`src/rtl/harvardArbPkg.sv`:
```
package harvardArbPkg;
  localparam int NUM_SRC = 5;
  // Index order is the ranking: lower index wins
  localparam int SRC_DW = 0;
  localparam int SRC_PW = 1;
  localparam int SRC_DR = 2;
  localparam int SRC_PR = 3;
  localparam int SRC_FT = 4;

  typedef logic [NUM_SRC-1:0] srcVec_t;

  typedef struct packed {
    srcVec_t sel;
    logic    en;
    logic    we;
  } portCtl_t;
endpackage

```
`src/rtl/harvardArbCtrl.sv`:
```
module harvardArbCtrl
  import harvardArbPkg::*;
(
  input  logic     clk,
  input  logic     rstN,
  input  srcVec_t  req,
  input  logic     memReady,
  output portCtl_t ctl,
  output srcVec_t  stall
);
  srcVec_t prioSel;
  srcVec_t sel;
  srcVec_t heldSel_q;
  logic    holdValid_q;
  logic    holdHit;

  // Fixed ranking: the lowest requesting index wins
  always_comb begin
    logic seen;
    seen = 1'b0;
    for (int i = 0; i < NUM_SRC; i++) begin
      prioSel[i] = req[i] & ~seen;
      seen       = seen | req[i];
    end
  end

  // A held access keeps the port while its owner still asks
  assign holdHit = holdValid_q & (|(heldSel_q & req));
  assign sel     = holdHit ? heldSel_q : prioSel;

  always_ff @(posedge clk) begin
    if (!rstN) begin
      holdValid_q <= 1'b0;
      heldSel_q   <= '0;
    end else begin
      holdValid_q <= (|sel) & ~memReady;
      if ((|sel) && !memReady) begin
        heldSel_q <= sel;
      end
    end
  end

  assign ctl.sel = sel;
  assign ctl.en  = |sel;
  assign ctl.we  = sel[SRC_DW] | sel[SRC_PW];

  generate
    for (genvar i = 0; i < NUM_SRC; i++) begin : g_stall
      assign stall[i] = req[i] & ~(sel[i] & memReady);
    end
  endgenerate
endmodule

```
`src/rtl/harvardArbPath.sv`:
```
module harvardArbPath
  import harvardArbPkg::*;
#(
  parameter int ADDR_W      = 32,
  parameter int PROG_ADDR_W = 22,
  parameter int DATA_W      = 32
) (
  input  portCtl_t                 ctl,
  input  logic [ADDR_W-1:0]        dwAddr,
  input  logic [DATA_W-1:0]        dwData,
  input  logic [PROG_ADDR_W-1:0]   pwAddr,
  input  logic [DATA_W-1:0]        pwData,
  input  logic [ADDR_W-1:0]        drAddr,
  input  logic [PROG_ADDR_W-1:0]   prAddr,
  input  logic [PROG_ADDR_W-1:0]   ftAddr,
  input  logic [DATA_W-1:0]        memRdata,
  output logic                     memEn,
  output logic                     memWe,
  output logic [ADDR_W-1:0]        memAddr,
  output logic [DATA_W-1:0]        memWdata,
  output logic [DATA_W-1:0]        drData,
  output logic [DATA_W-1:0]        prData,
  output logic [DATA_W-1:0]        ftData
);
  localparam int ZPAD_W = ADDR_W - PROG_ADDR_W;

  logic [ADDR_W-1:0] srcAddr [NUM_SRC];

  assign srcAddr[SRC_DW] = dwAddr;
  assign srcAddr[SRC_PW] = {{ZPAD_W{1'b0}}, pwAddr};
  assign srcAddr[SRC_DR] = drAddr;
  assign srcAddr[SRC_PR] = {{ZPAD_W{1'b0}}, prAddr};
  assign srcAddr[SRC_FT] = {{ZPAD_W{1'b0}}, ftAddr};

  // AND-OR mux driven by the one-hot select
  always_comb begin
    memAddr = '0;
    for (int i = 0; i < NUM_SRC; i++) begin
      memAddr = memAddr | (srcAddr[i] & {ADDR_W{ctl.sel[i]}});
    end
  end

  assign memEn    = ctl.en;
  assign memWe    = ctl.we;
  assign memWdata = ({DATA_W{ctl.sel[SRC_DW]}} & dwData) |
                    ({DATA_W{ctl.sel[SRC_PW]}} & pwData);

  assign drData = {DATA_W{ctl.sel[SRC_DR]}} & memRdata;
  assign prData = {DATA_W{ctl.sel[SRC_PR]}} & memRdata;
  assign ftData = {DATA_W{ctl.sel[SRC_FT]}} & memRdata;
endmodule

```
`src/rtl/harvardPortArbiter.sv`:
```
module harvardPortArbiter
  import harvardArbPkg::*;
#(
  parameter int ADDR_W      = 32,
  parameter int PROG_ADDR_W = 22,
  parameter int DATA_W      = 32
) (
  input  logic                   clk,
  input  logic                   rstN,
  input  logic                   dwReq,
  input  logic [ADDR_W-1:0]      dwAddr,
  input  logic [DATA_W-1:0]      dwData,
  input  logic                   pwReq,
  input  logic [PROG_ADDR_W-1:0] pwAddr,
  input  logic [DATA_W-1:0]      pwData,
  input  logic                   drReq,
  input  logic [ADDR_W-1:0]      drAddr,
  output logic [DATA_W-1:0]      drData,
  input  logic                   prReq,
  input  logic [PROG_ADDR_W-1:0] prAddr,
  output logic [DATA_W-1:0]      prData,
  input  logic                   ftReq,
  input  logic [PROG_ADDR_W-1:0] ftAddr,
  output logic [DATA_W-1:0]      ftData,
  output logic [NUM_SRC-1:0]     grant,
  output logic [NUM_SRC-1:0]     stall,
  output logic                   memEn,
  output logic                   memWe,
  output logic [ADDR_W-1:0]      memAddr,
  output logic [DATA_W-1:0]      memWdata,
  input  logic [DATA_W-1:0]      memRdata,
  input  logic                   memReady
);
  srcVec_t  reqVec;
  portCtl_t ctl;

  assign reqVec = {ftReq, prReq, drReq, pwReq, dwReq};
  assign grant  = ctl.sel;

  harvardArbCtrl ctrl_i (
    .clk      (clk),
    .rstN     (rstN),
    .req      (reqVec),
    .memReady (memReady),
    .ctl      (ctl),
    .stall    (stall)
  );

  harvardArbPath #(
    .ADDR_W      (ADDR_W),
    .PROG_ADDR_W (PROG_ADDR_W),
    .DATA_W      (DATA_W)
  ) path_i (
    .ctl      (ctl),
    .dwAddr   (dwAddr),
    .dwData   (dwData),
    .pwAddr   (pwAddr),
    .pwData   (pwData),
    .drAddr   (drAddr),
    .prAddr   (prAddr),
    .ftAddr   (ftAddr),
    .memRdata (memRdata),
    .memEn    (memEn),
    .memWe    (memWe),
    .memAddr  (memAddr),
    .memWdata (memWdata),
    .drData   (drData),
    .prData   (prData),
    .ftData   (ftData)
  );
endmodule

```
`config.mk`:
```
export PLATFORM = sky130hd
export DESIGN_NAME = harvardPortArbiter
export DESIGN_NICKNAME = d
export VERILOG_FILES = /design/src/rtl/harvardArbPkg.sv /design/src/rtl/harvardArbCtrl.sv /design/src/rtl/harvardArbPath.sv /design/src/rtl/harvardPortArbiter.sv
export SDC_FILE = /design/constraint.sdc
export NUM_CORES = 1
export LEC_CHECK = 0
export CAP_MARGIN = 20
export CORE_AREA = 2 2 160 162
export DETAILED_ROUTE_END_ITERATION = 10
export DIE_AREA = 0 0 162 164
export DONT_BUFFER_PORTS = 1
export PLACE_DENSITY_LB_ADDON = 0.12
export SLEW_MARGIN = 20
export SYNTH_ARGS = -nofsm -noshare
export SYNTH_HDL_FRONTEND = slang
export SYNTH_SLANG_ARGS = --single-unit
```
`constraint.sdc`:
```
create_clock -name clk -period 3.5 [get_ports clk]
set_input_delay 0.7 -clock clk [delete_from_list [all_inputs] [get_ports clk]]
set_output_delay 0.7 -clock clk [all_outputs]
set_load 0.01 [all_outputs]
```
==> implementation parameters <==
Parameter                              Value

Status
  Status ... finished clean

Setup path
  Type of destination of the critical path ... output port
  Category of cells accounting for the largest share of critical-path delay ... compound AO/OA/AOI/OAI gates
  Worst Path Required ... 2.80 ns
  Max FO, Critical Path ... 53
  R2r setup slk ... 0.98 ns
  Reg2reg end ... ctrl_i.heldSel_q[2]
  Depth of the most critical reg-to-reg path ... 6
  Crit Path Category ... primary input to output port
  Critical path origin ... prReq
  Worst r2r src ... ctrl_i.heldSel_q[2]
  Endpoint arrival time on the critical path ... ~2.6 ns
  Number of buffers and inverters on the critical path ... 1
  Slowest stage cell on the critical path ... mux2_4
  Number of cells on the critical path ... 6
  Largest stage delay, worst path ... 0.52 ns
  Sort of element at the start of the critical path ... primary input
  Endpoint of the most critical setup path ... memAddr[15]
  Critical Path, Cell by Cell ... a22o_1 > o31a_1 > mux2_4 > a222oi_1 > buf_4 > nand2_1

Detailed routing
  Iteration-0 DRC count of the detailed router ... 239
  Number of detailed-routing iterations run before antenna repair ... 7
  Number of remaining DRC errors ... 0
  Antenna Violating Nets Remaining ... 0
  Routed len/inst ... 19.7 um
  Vias per cell ... between 4 and 5
  Drt total wl ... 12.0 mm
  Vias after detailed routing ... 2590

Hold path
  Classification of the worst-slack hold path ... register to register

Clock network
  Number of buffers created by CTS ... 3
  Number of cells upsized or downsized after cts ... 0
  TritonCTS clock tree ... done
  Clock Root Buffer ... clkbuf_16
  Post-CTS setup repair buffer count ... 0
  Sink count of the clock tree ... 6
  Total of hold buffers inserted after clock tree synthesis ... 0
  Maximum level of the CTS H-tree ... 1
  Reg clk slew, reported paths ... ~0.03 ns
  CTS max path bufs ... 2
  Clock latency at the later pin of the worst-skew pair ... 0.23 ns

Global routing
  Total gr overflow ... 0
  Via count of the first global-routing pass ... between 2000 and 2500
  Gr usage total ... 7.42%
  Number of antenna violations at the first check in global routing ... 0
  Largest net degree at the start of global routing ... between 50 and 60
  First-pass GRT wire length ... 14.8 mm

Timing
  Post-route setup TNS ... 0 ns
  Shortest period the worst path allows ... between 3 and 4 ns
  Transition at the pin with the smallest max-transition slack ... 0.609 ns
  Clock Skew ... between 0.001 and 0.0015 ns
  Pins over their slew limit ... 0
  Maximum achievable frequency ... between 0.3 and 0.4 GHz
  Period utilization ... 95.2%
  Unrepaired setup endpoints after global routing ... no
  Final number of setup-violating endpoints ... 0
  Final Hold Vio Count ... 0
  Slew headroom ... between 50% and 60%

Synthesis
  Mapped Avg Cell Area ... 7.06 sq um
  Number of unique standard cell types used by synthesis ... around 40
  Yosys warns ... 0
  Net count after synthesis ... 532
  Top area cells in the synthesized netlist ... and2_1 (29%), a22o_1 (18%), a222oi_1 (10%)
  Yosys top cell by area ... and2_1
  Share of the synthesized area in the top cell type ... 29.4%
  Gate count of the mapped netlist ... 298
  Synthesized cell area ... 2100 sq um
  Number of register bits inferred by synthesis ... 6
  Sequential element share of the synthesized area ... between 5 and 6%

Cells and area
  Area delta synth->final ... 23.4%
  Share of final-layout standard cells stronger than drive strength 1 ... 9.29%
  Fill cell total of the finished layout ... 2916
  Number of inserted diodes ... 0
  Most frequent cells in the layout ... and2_1 (99), a22o_1 (44), nand2_1 (24)
  Leading cell type in the layout, fill and taps excluded ... and2_1
  Nets@finish ... 516
  Multi-input gate area in the final layout ... 1820 sq um
  FF+latch area ... between 100 and 150 sq um
  Fraction of the core area covered by cells at the end of the flow ... 10.5%

Pwr
  Internal power summed over all cells ... 309 uW
  Switching power total ... about 200 uW
  Pwr dens ... 196 nW/um^2
  Logic gate share of total power ... 48.3%
  Fraction of power spent switching nets ... 39.1%
  Maximum VDD drop ... between 0.1 and 0.15 mV
  Static leakage ... 0.962 nW
  Part of the power in the clock network ... 36.7%
  Flop pwr share ... 15.0%

Floorplanning
  Placeable core region ... about 25000 sq um
  Overall die width ... 162 um
  Die Y ... 164 um
  Starting Density ... 8.47%
  Rows ... 58
  Die Footprint ... between 20000 and 30000 sq um
  Top-level I/O count ... 406

Job
  Number of max-cap violations ... 0

Placement
  Gpl congestion ... 0.768
  HPWL after detailed placement ... approximately 10 mm
  Input/output buffers ... 0
-- sequential cells by signal, indices dropped and copies added (netlist names) --
register	flops
ctrl_i.heldSel_q	5
ctrl_i.holdValid_q	1
-- logic make-up after synthesis --
group,after synthesis,synth area share [%]
compound gates,107,43.5
buf+inv,38,7.97
flops,6,5.71
mux,6,3.39
simple gates,141,39.4
-- how the worst min path moves through the flow --
stage	startpoint	end	slack (ns)	cells after the start
3_5_place_dp	ctrl_i.heldSel_q[0]	ctrl_i.heldSel_q[0]	0.53	2
2_1_floorplan	ctrl_i.heldSel_q[0]	ctrl_i.heldSel_q[0]	0.48	2
6_report	ctrl_i.heldSel_q[0]	ctrl_i.heldSel_q[0]	0.53	2
3_3_place_gp	ctrl_i.heldSel_q[0]	ctrl_i.heldSel_q[0]	0.52	2
5_1_grt	memReady	ctrl_i.holdValid_q	0.56	1
4_1_cts	ctrl_i.heldSel_q[0]	ctrl_i.heldSel_q[0]	0.53	2
-- routing by layer --
| metal | track usage [%] | part of all wire (%) | vias up |
|---|---|---|---|
| li1 | - | - | 1098 |
| met1 | 9.76 | 39 | 1236 |
| met2 | 12.3 | 48 | 243 |
| met3 | 1.57 | 10 | 13 |
| met4 | 1.89 | 1.9 | 0 |
| met5 | 0 | 0 | - |
-- cells in the mapped netlist --
library cell,n
a21boi_0,4
a21o_1,2
a21oi_1,1
a222oi_1,22
a22o_1,44
a22oi_1,22
a31oi_1,1
and2_1,99
and3_1,1
buf_1,2
buf_2,8
buf_6,2
clkbuf_1,23
dfxtp_1,6
inv_1,2
inv_2,1
mux2_2,2
mux2_4,1
mux2i_1,2
mux2i_2,1
nand2_1,24
nand2b_1,1
nand3_1,1
nor2_1,3
nor2b_1,2
nor3_1,1
nor3b_1,2
nor3b_2,1
nor4_1,2
nor4_2,1
nor4b_1,1
o211ai_1,1
o21ai_0,3
o21ai_1,1
o221a_1,1
o311a_1,2
o31a_1,1
o31ai_1,1
o31ai_2,1
or2_2,1
or3_1,1
-- stage by stage --
stage	hold slack, ns	std cells	power [mW]	setup WS, ns	instance area, sq um
floorplan	0.476	298	0.276	0.492	2100
global placement	0.525	607	0.329	0.194	2520
detailed placement	0.526	607	0.325	0.171	2520
CTS	0.533	610	0.517	0.165	2600
global route	0.558	610	0.536	0.0784	2600
finish	0.530	610	0.509	0.170	2600
-- power groups by stage --
stage / logic (mW) / clock network, mW / registers (mW)
final: 0.246 / 0.187 / 0.0763
after global routing: 0.265 / 0.194 / 0.0771
after CTS: 0.249 / 0.192 / 0.0762
after detailed placement: 0.248 / 0 / 0.0772
after global placement: 0.252 / 0 / 0.0775
after floorplan: 0.200 / 0 / 0.0759
-- area by class of cell --
cell class	count	share of cell area, %
flip-flops and latches	6	4.63
repair buffers	14	5.98
multi-input cells	254	70.2
inverters	3	0.434
clock buffers	3	2.89
well taps	330	15.9
-- worst reg2reg max path, cell delays in order (launching register included) --
cell,delay (ns)
dfxtp_1,0.35
a22o_1,0.28
o31a_1,0.35
mux2_4,0.52
buf_4,0.27
or3_1,0.44
o31ai_2,0.22
(Power assumes the default switching activity.)
